$ cat config.mk
export PLATFORM = sky130hd
export DESIGN_NAME = lsq_alloc
export DESIGN_NICKNAME = d
export VERILOG_FILES = /design/src/rtl/lsq_pkg.sv /design/src/rtl/seq_ring.sv /design/src/rtl/lsq_free_calc.sv /design/src/rtl/lsq_alloc.sv
export SDC_FILE = /design/constraint.sdc
export NUM_CORES = 1
export LEC_CHECK = 0
export BUFFER_PORTS_ARGS = -buffer_cell sky130_fd_sc_hd__buf_2
export CAP_MARGIN = 20
export CORE_MARGIN = 2
export CORE_UTILIZATION = 36
export DETAILED_ROUTE_END_ITERATION = 8
export GPL_TIMING_DRIVEN = 0
export PLACE_DENSITY_LB_ADDON = 0.2
export SLEW_MARGIN = 20
export SYNTH_ARGS = -nofsm -noshare
export SYNTH_HDL_FRONTEND = slang
export SYNTH_HIERARCHICAL = 1
export SYNTH_SLANG_ARGS = --single-unit
$ cat constraint.sdc
create_clock -name clk -period 10.5 [get_ports clk]
set_input_delay 0.525 -clock clk [delete_from_list [all_inputs] [get_ports clk]]
set_output_delay 0.525 -clock clk [all_outputs]
set_load 0.01 [all_outputs]
$ cat src/rtl/lsq_pkg.sv
package lsq_pkg;

  // Advance an index by n slots in a ring of the given size (n < ring).
  function automatic int unsigned ring_add(int unsigned idx, int unsigned n,
                                           int unsigned ring);
    int unsigned t;
    t = idx + n;
    return (t >= ring) ? t - ring : t;
  endfunction

  // Number of slots from head up to (not including) tail.
  function automatic int unsigned ring_dist(int unsigned head, int unsigned tail,
                                            int unsigned ring);
    return (tail >= head) ? tail - head : tail + ring - head;
  endfunction

  function automatic int unsigned min_u(int unsigned a, int unsigned b);
    return (a < b) ? a : b;
  endfunction

endpackage

$ cat src/rtl/seq_ring.sv
module seq_ring
  import lsq_pkg::*;
#(
  parameter int DEPTH  = 4,
  parameter int SEQ_W  = 16,
  parameter bit HAS_WB = 1'b0,
  localparam int RING  = DEPTH + 1,
  localparam int IW    = $clog2(RING),
  localparam int CW    = $clog2(DEPTH + 1)
) (
  input  logic             clk,
  input  logic             rst_n,
  input  logic             push,
  input  logic [SEQ_W-1:0] push_seq,
  input  logic             commit_v,
  input  logic [SEQ_W-1:0] commit_seq,
  input  logic             squash_v,
  input  logic [SEQ_W-1:0] squash_seq,
  input  logic             drain,
  output logic [IW-1:0]    head,
  output logic [IW-1:0]    tail,
  output logic [CW-1:0]    used,
  output logic             full,
  output logic             empty
);

  logic [SEQ_W-1:0] seq_q [RING];
  logic [RING-1:0]  rdy_q, rdy_d;
  logic [RING-1:0]  live_vec, mark_vec;
  logic [CW-1:0]    le_cnt, keep_cnt, n_pop;
  logic             head_ready;

  assign full       = (IW'(ring_add(int'(tail), 1, RING)) == head);
  assign empty      = (used == '0);
  assign head_ready = rdy_q[head];

  always_comb begin
    le_cnt   = '0;
    keep_cnt = '0;
    live_vec = '0;
    mark_vec = '0;
    for (int k = 0; k < DEPTH; k++) begin
      logic [IW-1:0] slot;
      slot = IW'(ring_add(int'(head), k, RING));
      if (CW'(k) < used) begin
        live_vec[slot] = 1'b1;
        if (seq_q[slot] <= commit_seq) begin
          le_cnt         = le_cnt + CW'(1);
          mark_vec[slot] = 1'b1;
        end
        if (seq_q[slot] <= squash_seq || (HAS_WB && rdy_q[slot]))
          keep_cnt = keep_cnt + CW'(1);
      end
    end
  end

  // Stores pop one ready head on drain; loads pop every committed head.
  assign n_pop = HAS_WB ? ((drain && !empty && head_ready) ? CW'(1) : '0)
                        : (commit_v ? le_cnt : '0);

  always_comb begin
    rdy_d = rdy_q;
    if (HAS_WB && commit_v) rdy_d = rdy_d | (mark_vec & live_vec);
    if (push) rdy_d[tail] = 1'b0;
  end

  always_ff @(posedge clk or negedge rst_n) begin
    if (!rst_n) begin
      head  <= '0;
      tail  <= '0;
      used  <= '0;
      rdy_q <= '0;
    end else if (squash_v) begin
      tail <= IW'(ring_add(int'(head), int'(keep_cnt), RING));
      used <= keep_cnt;
    end else begin
      head  <= IW'(ring_add(int'(head), int'(n_pop), RING));
      tail  <= push ? IW'(ring_add(int'(tail), 1, RING)) : tail;
      used  <= used - n_pop + (push ? CW'(1) : CW'(0));
      rdy_q <= rdy_d;
      if (push) seq_q[tail] <= push_seq;
    end
  end

  p_push_not_full_r1: assert property (@(posedge clk) disable iff (!rst_n)
    push && !squash_v |-> !full);

  p_ptr_count_r2: assert property (@(posedge clk) disable iff (!rst_n)
    int'(used) == int'(ring_dist(int'(head), int'(tail), RING)));

  p_squash_shrinks_r8: assert property (@(posedge clk) disable iff (!rst_n)
    squash_v |=> used <= $past(used));

  generate
    if (HAS_WB) begin : g_store_chk
      p_retire_needs_ready_r7: assert property (@(posedge clk) disable iff (!rst_n)
        !squash_v && !head_ready |=> head == $past(head));
    end else begin : g_load_chk
      p_commit_pops_r6: assert property (@(posedge clk) disable iff (!rst_n)
        commit_v && !squash_v && !empty && seq_q[head] <= commit_seq
        |=> head != $past(head));
    end
  endgenerate

endmodule

$ cat src/rtl/lsq_free_calc.sv
module lsq_free_calc
  import lsq_pkg::*;
#(
  parameter int LQ_DEPTH = 4,
  parameter int SQ_DEPTH = 4,
  localparam int LCW = $clog2(LQ_DEPTH + 1),
  localparam int SCW = $clog2(SQ_DEPTH + 1),
  localparam int MAXD = (LQ_DEPTH > SQ_DEPTH) ? LQ_DEPTH : SQ_DEPTH,
  localparam int FW  = $clog2(MAXD + 1)
) (
  input  logic [LCW-1:0] lq_used,
  input  logic [SCW-1:0] sq_used,
  output logic [FW-1:0]  free_count
);
  assign free_count = FW'(min_u(LQ_DEPTH - int'(lq_used), SQ_DEPTH - int'(sq_used)));
endmodule

$ cat src/rtl/lsq_alloc.sv
module lsq_alloc #(
  parameter int LQ_DEPTH = 4,
  parameter int SQ_DEPTH = 4,
  parameter int SEQ_W    = 16,
  localparam int LIW  = $clog2(LQ_DEPTH + 1),
  localparam int SIW  = $clog2(SQ_DEPTH + 1),
  localparam int LCW  = $clog2(LQ_DEPTH + 1),
  localparam int SCW  = $clog2(SQ_DEPTH + 1),
  localparam int IDXW = (LIW > SIW) ? LIW : SIW,
  localparam int MAXD = (LQ_DEPTH > SQ_DEPTH) ? LQ_DEPTH : SQ_DEPTH,
  localparam int FW   = $clog2(MAXD + 1)
) (
  input  logic             clk,
  input  logic             rst_n,
  input  logic             disp_valid,
  input  logic             disp_is_store,
  input  logic [SEQ_W-1:0] disp_seq,
  input  logic             commit_valid,
  input  logic [SEQ_W-1:0] commit_seq,
  input  logic             squash_valid,
  input  logic [SEQ_W-1:0] squash_seq,
  input  logic             st_retire,
  output logic             disp_accept,
  output logic [IDXW-1:0]  disp_idx,
  output logic [IDXW-1:0]  disp_link_idx,
  output logic             disp_link_none,
  output logic [FW-1:0]    free_count,
  output logic [LCW-1:0]   lq_used,
  output logic [SCW-1:0]   sq_used
);

  logic [LIW-1:0] lq_head, lq_tail;
  logic [SIW-1:0] sq_head, sq_tail;
  logic lq_full, lq_empty, sq_full, sq_empty;
  logic push_ld, push_st;

  assign disp_accept = disp_valid && !squash_valid &&
                       (disp_is_store ? !sq_full : !lq_full);
  assign push_ld = disp_accept && !disp_is_store;
  assign push_st = disp_accept && disp_is_store;

  assign disp_idx       = disp_is_store ? IDXW'(sq_tail) : IDXW'(lq_tail);
  assign disp_link_idx  = disp_is_store ? IDXW'(lq_tail) : IDXW'(sq_tail);
  assign disp_link_none = !disp_is_store && sq_empty;

  seq_ring #(.DEPTH(LQ_DEPTH), .SEQ_W(SEQ_W), .HAS_WB(1'b0)) u_loads (
    .clk(clk), .rst_n(rst_n), .push(push_ld), .push_seq(disp_seq),
    .commit_v(commit_valid), .commit_seq(commit_seq),
    .squash_v(squash_valid), .squash_seq(squash_seq), .drain(1'b0),
    .head(lq_head), .tail(lq_tail), .used(lq_used),
    .full(lq_full), .empty(lq_empty)
  );

  seq_ring #(.DEPTH(SQ_DEPTH), .SEQ_W(SEQ_W), .HAS_WB(1'b1)) u_stores (
    .clk(clk), .rst_n(rst_n), .push(push_st), .push_seq(disp_seq),
    .commit_v(commit_valid), .commit_seq(commit_seq),
    .squash_v(squash_valid), .squash_seq(squash_seq), .drain(st_retire),
    .head(sq_head), .tail(sq_tail), .used(sq_used),
    .full(sq_full), .empty(sq_empty)
  );

  lsq_free_calc #(.LQ_DEPTH(LQ_DEPTH), .SQ_DEPTH(SQ_DEPTH)) u_free (
    .lq_used(lq_used), .sq_used(sq_used), .free_count(free_count)
  );

  p_squash_no_growth_r10: assert property (@(posedge clk) disable iff (!rst_n)
    squash_valid |=> lq_used <= $past(lq_used) && sq_used <= $past(sq_used));

  p_empty_head_is_tail_r11: assert property (@(posedge clk) disable iff (!rst_n)
    lq_empty |-> lq_head == lq_tail);

  p_full_means_depth_r1: assert property (@(posedge clk) disable iff (!rst_n)
    sq_full |-> int'(sq_used) == SQ_DEPTH);

endmodule

==> results of run 1 <==
## cell usage in the layout, fill, tap and decap left out, types with 9 or more instances in the layout
master and n:
o21ai_0 82, nor2b_1 37, nand4_1 50, nand3_1 22, ha_1 315, nor3_1 16, mux2_4 11, and4_1 9
buf_4 14, clkbuf_16 17, dfrtp_1 23, inv_1 112, edfxtp_1 160, o21a_1 23, a21oi_1 113, mux2_2 106
nand2b_1 11, mux2i_1 27, nand2_1 131, mux4_2 97, a31oi_1 22, nor2_1 100, buf_2 82, o211ai_1 9
xor2_1 10, a211oi_1 18, clkbuf_1 34, xnor2_1 25, o22ai_1 40, a21o_1 41
## registers in the layout (all words and copies together) (netlist names)
register        flops
u_loads/seq_q      80
u_stores/seq_q     80
u_stores/rdy_q      5
u_loads/head        3
u_loads/tail        3
u_loads/used        3
u_stores/head       3
u_stores/tail       3
u_stores/used       3
## area by class of cell
| class | instances | share of cell area |
|---|---|---|
| Tap cell | 688 | 0.04046 |
| Buffer | 56 | 0.01312 |
| Sequential cell | 183 | 0.2529 |
| Inverter | 116 | 0.02047 |
| Timing Repair Buffer | 84 | 0.02170 |
| Clock buffer | 17 | 0.02000 |
| Clock inverter | 15 | 0.007822 |
| Multi-Input combinational cell | 1458 | 0.6235 |
## routing by layer
| metal | vias up | GRT usage |
|---|---|---|
| li1 | 7244 | - |
| met1 | 7704 | 0.2917 |
| met2 | 565 | 0.3955 |
| met3 | 115 | 0.02662 |
| met4 | 0 | 0.08782 |
| met5 | - | 0 |
## worst max-delay path, delay by kind of cell (launching register included)
kind | cells | cell delay, ps
compound gates | 14 | 3020
buf+inv | 7 | 2450
fa+ha+maj | 7 | 2350
flops | 1 | 580
mux | 2 | 580
simple gates | 4 | 550
xor+xnor | 1 | 130
## path summary, 6_finish.rpt
| kind | startpoint | to | slack (ps) | depth (start not counted) |
|---|---|---|---|---|
| worst max register to register | u_stores/head[1] | u_stores/tail[2] | 680 | 35 |
| worst min register to register | u_stores/rdy_q[0] | u_stores/rdy_q[0] | 720 | 2 |
| worst min-delay path | rst_n | u_loads/used[0] | 70 | 1 |
| min in group clk | disp_seq[10] | u_stores/seq_q[0][10] | 420 | 1 |
| max in group asynchronous | rst_n | u_stores/rdy_q[3] | 10020 | 1 |
| worst max-delay path | u_stores/head[1] | u_stores/tail[2] | 680 | 35 |
## metrics by stage
| stage | worst slack (ps) | utilization | area (um2) | hold slack [ps] |
|---|---|---|---|---|
| after floorplan | 2609 | - | 19290 | 229.4 |
| after global placement | 252.0 | 0.3887 | 20510 | 567.3 |
| after detailed placement | 851.5 | 0.3919 | 20680 | 573.1 |
| after CTS | 804.1 | 0.4031 | 21270 | 64.11 |
| after global routing | 307.3 | 0.4032 | 21270 | 98.24 |
| final | 677.4 | 0.4032 | 21270 | 66.47 |
==> metrics, run 1 <==
Clock Path Buffers 2; Antenna Cells 0; Setup Skew 10.82 ps; RePlAce Congestion 0.9959; critical path required time 10,840 ps; clock period minus final worst setup slack slightly below 10,000 ps; Die X approximately 240 um; Max FO, Critical Path 10; Nets 2,293; setup_tns 0 ps; mapped cell area 0.01929 mm2; layout cells sized above 1 0.2089; vias per cell roughly 6; post-route clock period utilization 0.9355; Max Freq 0.1018 GHz; Pins Over Slew Limit 0; via count 15,628; grt ovf 0; PostCTS Resize Cnt 0; postcts setup bufs 0; Reg area 0.005380 mm2; dpl cells between 2,000 and 3,000; root buf cell clkbuf_16; Final Setup Violations 0; CTS buffer count 17; Hold-fix buffers, CTS 0; CTS sink cnt about 180; Layout Cells excl Fill 2,617; P&R area growth vs syn 10.27%; DR WL met3 3.073 mm; largest net degree at the start of global routing 26; crit path DAT 10,160 ps; routed length per instance 24.28 um; first-pass GRT wire length 95.89 mm; Die Area between 0.05 and 0.06 mm2; worst-margin pin slew about 1100 ps; I/O pins 72; H-Tree Depth 4; CP max stage cell dfrtp_1; Mean Syn Cell Area ~11 um2; Worst-path clk slew 80 ps; Fill cells 5,066; Port Buffers 71; status complete, no violations; Mapped Nets 2,190; die height 235.5 um; initial antenna violation count 0; final hold vios 0; RSZ-0062 raised after global routing false; max-cap violations 0; Tot GR Track Use 0.2285; met1 wire length about 27 mm; Routed Wire Length 63.53 mm; post-route antenna net violation count 0; core area 0.05276 mm2; cell mode on critical path ha_1; Syn Inst Count 1,813; worst hold path type primary input to asynchronous set/reset pin; Multi-input gate area 0.01327 mm2; Setup CP Type flip-flop to flip-flop; Post-route DRC 0; Syn. warnings 6; num rows 84; DP Wirelength 52.68 mm; Worst-Skew Late Latency 470 ps; Highest Signal Layer met4; slowest stage delay, CP 580 ps; Initial Util 0.3657; number of detailed-route iterations in the first pass 5; CP startpoint kind flip-flop; relative slew slack 0.2507; CP endpoint kind flip-flop; DRT iter0 DRCs 1,161; vias in the first global route 15,810; TritonCTS clock tree done; met2 wire length about 31 mm
Power of run 1 is left out: the tool's default activity adds up to more than one toggle a clock period on the data nets, which glitch-free logic cannot reach.
==> run 2: changes to the inputs <==
- BUFFER_PORTS_ARGS: -buffer_cell sky130_fd_sc_hd__buf_2 -> -buffer_cell sky130_fd_sc_hd__buf_4
- clock period: 10.5 -> 10.7 ns (I/O delays scaled with it)
==> run 2 against run 1 <==
Effect of this change:
- core utilization up 0.41 points
- worst setup slack better by 110 ps
- sequential share of layout area down 0.25 points
- non-clock buffer count up 1
- critical path depth unchanged
- first-iteration DRC count up 14%
- global-route usage up 0.15 points
- die area unchanged
- final cell count up 0.11%
==> metrics, run 2 (same netlist as run 1, synthesis figures left out) <==
setup_tns 0 ps (unchanged); Setup Skew 12.35 ps (was 10.82 ps); CTS sink cnt 183 (unchanged); via count 15,709 (was 15,628); CTS buffer count 17 (unchanged); Die X 235.5 um (unchanged); Initial Util 0.3657 (unchanged); DRT iter0 DRCs 1,321 (was 1,161); Fill cells 5,076 (was 5,066); final hold vios 0 (unchanged); most common cell after layout, fill and taps aside ha_1 (unchanged); Hold Crit Depth 1; post-route antenna net violation count 0 (unchanged); crit path DAT 10,250 ps (was 10,160 ps); RSZ-0062 raised after global routing false (unchanged); highest-count cells in the layout ignoring fill and taps ha_1, edfxtp_1, nand2_1 (unchanged); Setup CP Type flip-flop to flip-flop (unchanged); instance area after placement 0.02085 mm2 (was 0.02068 mm2); grt ovf 0 (unchanged); HP Start disp_seq[10]; P&R area growth vs syn 11.39% (was 10.27%); RR Startpoint u_stores/head[1] (unchanged); Worst-Skew Late Latency 470 ps (about the same); post-layout util 0.4073 (was 0.4032); slowest stage delay, CP 570 ps (was 580 ps); cell mode on critical path ha_1 (unchanged); Reg2Reg Depth 35 (unchanged); max-cap violations 0 (unchanged); initial antenna violation count 0 (unchanged); clock period minus final worst setup slack 9909 ps (was 9823 ps); Clock Path Buffers 2 (unchanged); vias in the first global route 15,337 (was 15,810); worst setup path startpoint u_stores/head[1] (unchanged); Final Setup Violations 0 (unchanged); routed length per instance 24.57 um (was 24.28 um); CP max stage cell dfrtp_1 (unchanged); RePlAce Congestion 0.9772 (was 0.9959); worst-margin pin slew 1166 ps (was 1093 ps); post-route clock period utilization 0.9261 (was 0.9355); number of detailed-route iterations in the first pass 6 (was 5); DP Wirelength 53.05 mm (was 52.68 mm); design area 0.02149 mm2 (was 0.02127 mm2); relative slew slack 0.2162 (was 0.2507); biggest regs u_loads/seq_q x80, u_stores/seq_q x80, u_stores/rdy_q x5 (unchanged); Nets 2,294 (was 2,293); CP endpoint kind flip-flop (unchanged); critical path required time 11,040 ps (was 10,840 ps); die height 235.5 um (unchanged); Worst-path clk slew 80 ps (about the same); Die Area 0.05546 mm2 (unchanged); Post-route DRC 0 (unchanged); H-Tree Depth 4 (unchanged); Tot GR Track Use 0.2299 (was 0.2285); core area 0.05276 mm2 (unchanged); root buf cell clkbuf_16 (unchanged); vias per cell 5.996 (was 5.972); first-pass GRT wire length 96.03 mm (was 95.89 mm); I/O pins 72 (unchanged); CP startpoint kind flip-flop (unchanged); status complete, no violations (unchanged); Max FO, Critical Path 10 (unchanged); TritonCTS clock tree done (unchanged); Multi-input gate area 0.01327 mm2 (unchanged); Port Buffers 71 (unchanged); Reg area 0.005380 mm2 (unchanged); largest net degree at the start of global routing 26 (unchanged); Pins Over Slew Limit 0 (unchanged); worst hold path type primary input to flip-flop (was primary input to asynchronous set/reset pin); layout cells sized above 1 0.2088 (was 0.2089); num rows 84 (unchanged); Routed Wire Length 64.37 mm (was 63.53 mm); Max Freq 0.1009 GHz (was 0.1018 GHz); PostCTS Resize Cnt 0 (unchanged)
-- run 2: cell count changes in the layout (fill, tap and decap cells not counted), sizes merged --
cell / change
diode: +2
clkinv: -3
clkinvlp: -1
dlygate4sd3: +1
inv: +4
-- run 2: area by class of cell --
type / instances / area share
Antenna cell: 2 / 0.0002329
Buffer: 56 / 0.01298
Clock buffer: 17 / 0.01980
Clock inverter: 15 / 0.009024
Inverter: 116 / 0.02026
Multi-Input combinational cell: 1458 / 0.6173
Sequential cell: 183 / 0.2503
Tap cell: 688 / 0.04006
Timing Repair Buffer: 85 / 0.03004
-- run 2: what timing repair did --
| item | in CTS | in global routing |
|---|---|---|
| endpoints found under the hold margin | 23 | 0 |
| hold buffers | 1 | 0 |
| setup buffers | 0 | 0 |
-- run 2: per-layer routing --
layer  vias up  GRT usage  part of all wire
met5         -          0                 0
met4         0    0.06987             0.027
met3        89    0.02509             0.050
met2       592     0.3977              0.49
met1      7782     0.3021              0.43
li1       7246          -                 -
-- run 2: worst paths after layout --
kind / endpoint / slack [ps]
worst max register to register: u_stores/tail[2] / 790
worst min register to register: u_stores/rdy_q[4] / 740
min in group asynchronous: u_loads/used[1] / 500
worst min-delay path: u_loads/seq_q[4][10] / 330
worst max-delay path: u_stores/tail[2] / 790
max in group asynchronous: u_stores/rdy_q[2] / 9920
-- run 2: stage by stage --
step,setup slack [ps],std cells,hold WS (ps)
6_report,790.8,2620,326.2
5_1_grt,356.4,2618,328.7
4_1_cts,793.5,2618,321.6
3_5_place_dp,816.6,2585,472.3
3_3_place_gp,432.8,2572,469.1
2_1_floorplan,2809,1813,239.4
-- run 2: worst max-delay path, delay by kind of cell (launching register included) --
| family | cells | cell delay, ps |
|---|---|---|
| flip-flops | 1 | 570 |
| AO/OA/AOI/OAI | 14 | 3120 |
| XOR/XNOR | 1 | 120 |
| adder cells (fa/ha/maj) | 7 | 2360 |
| buffers and inverters | 7 | 2440 |
| multiplexers | 2 | 600 |
| AND/OR/NAND/NOR | 4 | 550 |
Power of run 2 is left out for the same reason.
==> run 3: changes to the inputs <==
- BUFFER_PORTS_ARGS: -buffer_cell sky130_fd_sc_hd__buf_4 -> not set
- DONT_BUFFER_PORTS: not set -> 1
- clock period: 10.7 -> 12.17 ns (I/O delays scaled with it)
==> run 3 against run 2 <==
Effect of this change:
- final cell count decreased by 2.7%
- die area unchanged
- non-clock buffer count decreased by 71
- via count decreased by 3.2%
- wire length increased by 0.33%
- critical path depth decreased by 4
- worst hold slack got worse by 98 ps
- critical endpoint unchanged
==> metrics, run 3 (same netlist as run 1, synthesis figures left out) <==
DRT iter0 DRCs 1,273 (was 1,321); initial antenna violation count 1 (was 0); CP startpoint kind flip-flop (unchanged); Worst-Skew Late Latency 470 ps (about the same); RR Endpoint u_stores/tail[2] (unchanged); Buf/Inv on CP 7 (unchanged); Max FO, Critical Path 10 (unchanged); Pins Over Slew Limit 0 (unchanged); root buf cell clkbuf_16 (unchanged); CTS sink cnt 183 (unchanged); Die X 235.5 um (unchanged); die height 235.5 um (unchanged); H-Tree Depth 4 (unchanged); Clock Path Buffers 2 (unchanged); final hold vios 0 (unchanged); grt ovf 0 (unchanged); Nets 2,223 (was 2,294); status complete, no violations (unchanged); CP max stage cell a21oi_1 (was dfrtp_1); via count 15,203 (was 15,709); vias in the first global route 15,024 (was 15,337); worst-margin pin slew 1194 ps (was 1166 ps); RePlAce Congestion 0.9663 (was 0.9772); HP Start disp_seq[2] (was disp_seq[10]); cell mode on critical path ha_1 (unchanged); vias per cell 5.964 (was 5.996); TritonCTS clock tree done (unchanged); relative slew slack 0.2042 (was 0.2162); core area 0.05276 mm2 (unchanged); Worst-path clk slew 80 ps (about the same); layout cells sized above 1 0.1786 (was 0.2088); largest net degree at the start of global routing 24 (was 26); Hold Crit Depth 0 (was 1); Reg2Reg Depth 31 (was 35); worst hold path type primary input to flip-flop (unchanged); Tot GR Track Use 0.2318 (was 0.2299); RSZ-0062 raised after global routing false (unchanged); clock period minus final worst setup slack 9993 ps (was 9909 ps); postcts setup bufs 0 (unchanged); setup_tns 0 ps (unchanged); Fill cells 5,046 (was 5,076); Setup Skew 10.72 ps (was 12.35 ps); crit path DAT 10,340 ps (was 10,250 ps); reg2reg setup slack 2180 ps (was 790 ps); critical path required time 12,510 ps (was 11,040 ps); Max Freq 0.1001 GHz (was 0.1009 GHz); CP top delay family compound AO/OA/AOI/OAI gates (unchanged); num rows 84 (unchanged); Port Buffers 0 (was 71); number of detailed-route iterations in the first pass 5 (was 6); I/O pins 72 (unchanged); RR Startpoint u_stores/head[1] (unchanged); post-route clock period utilization 0.8211 (was 0.9261); P&R area growth vs syn 8.652% (was 11.39%); CP endpoint kind flip-flop (unchanged); slowest stage delay, CP 910 ps (was 570 ps); first-pass GRT wire length 95.95 mm (was 96.03 mm); most common cell after layout, fill and taps aside ha_1 (unchanged); Hold Path End u_stores/seq_q[2][2] (was u_loads/seq_q[4][10]); max-cap violations 0 (unchanged); routed length per instance 25.34 um (was 24.57 um); DP Wirelength 53.36 mm (was 53.05 mm); Post-route DRC 0 (unchanged); Setup CP Type flip-flop to flip-flop (unchanged); post-layout util 0.3973 (was 0.4073); CTS buffer count 17 (unchanged); Die Area 0.05546 mm2 (unchanged); post-route antenna net violation count 0 (unchanged); Final Setup Violations 0 (unchanged); Initial Util 0.3657 (unchanged); biggest regs u_loads/seq_q x80, u_stores/seq_q x80, u_stores/rdy_q x5 (unchanged); worst hold slack 228.6 ps (was 326.2 ps); highest-count cells in the layout ignoring fill and taps ha_1, edfxtp_1, nand2_1 (unchanged); Routed Wire Length 64.58 mm (was 64.37 mm); CP Depth 31 (was 35)
[run 3: metrics by stage]
stage / area, um2 / cells / setup slack, ps
after floorplan: 19290 / 1813 / 4279
after global placement: 20150 / 2501 / 1820
after detailed placement: 20310 / 2513 / 2264
after CTS: 20950 / 2547 / 2232
after global routing: 20960 / 2547 / 1647
final: 20960 / 2549 / 2177
[run 3: cell type report]
cell class | instances | area [um2] | share of cell area
antenna | 2 | 5.005 | 0.0002388
clock buffer | 17 | 425.4 | 0.02029
inverter | 116 | 435.4 | 0.02077
buffer | 56 | 279.0 | 0.01331
tap | 688 | 860.8 | 0.04107
clock inverter | 15 | 183.9 | 0.008775
sequential | 183 | 5380 | 0.2567
timing repair buffer | 14 | 122.6 | 0.005850
multi-input combinational | 1458 | 13270 | 0.6330
[run 3: worst register-to-register path: cells and delay by family, from the launching register on]
family / cells / cell delay (ps)
AOI/OAI and AO/OA: 8 / 2540
adders and majority gates: 7 / 2370
buffers and inverters: 7 / 2310
muxes: 4 / 1310
and+or+nand+nor: 4 / 660
DFF: 1 / 560
xor gates and xnor gates: 1 / 130
[run 3: worst max-delay path by stage]
stage,end,startpoint,slack (ps)
after floorplan,u_stores/tail[2],u_stores/head[1],4280
after global placement,u_stores/tail[2],u_stores/head[1],1820
after detailed placement,u_stores/tail[2],u_stores/head[1],2260
after CTS,u_stores/tail[2],u_stores/head[1],2230
after global routing,u_stores/tail[1],u_stores/head[1],1650
final,u_stores/tail[2],u_stores/head[1],2180
[run 3: metal layers]
layer | vias to the layer above | global-route usage | routed length (um)
met5 | - | 0 | 0
met4 | 0 | 0.07045 | 1697
met3 | 80 | 0.02908 | 3185
met2 | 502 | 0.3997 | 31410
met1 | 7526 | 0.3032 | 28290
li1 | 7095 | - | -
[run 3: repair_timing]
| item | CTS | global route |
|---|---|---|
| hold buffers | 2 | 0 |
| gates resized for setup | 0 | 0 |
| endpoints found under the hold margin | 23 | 0 |
Power of run 3 is left out for the same reason.
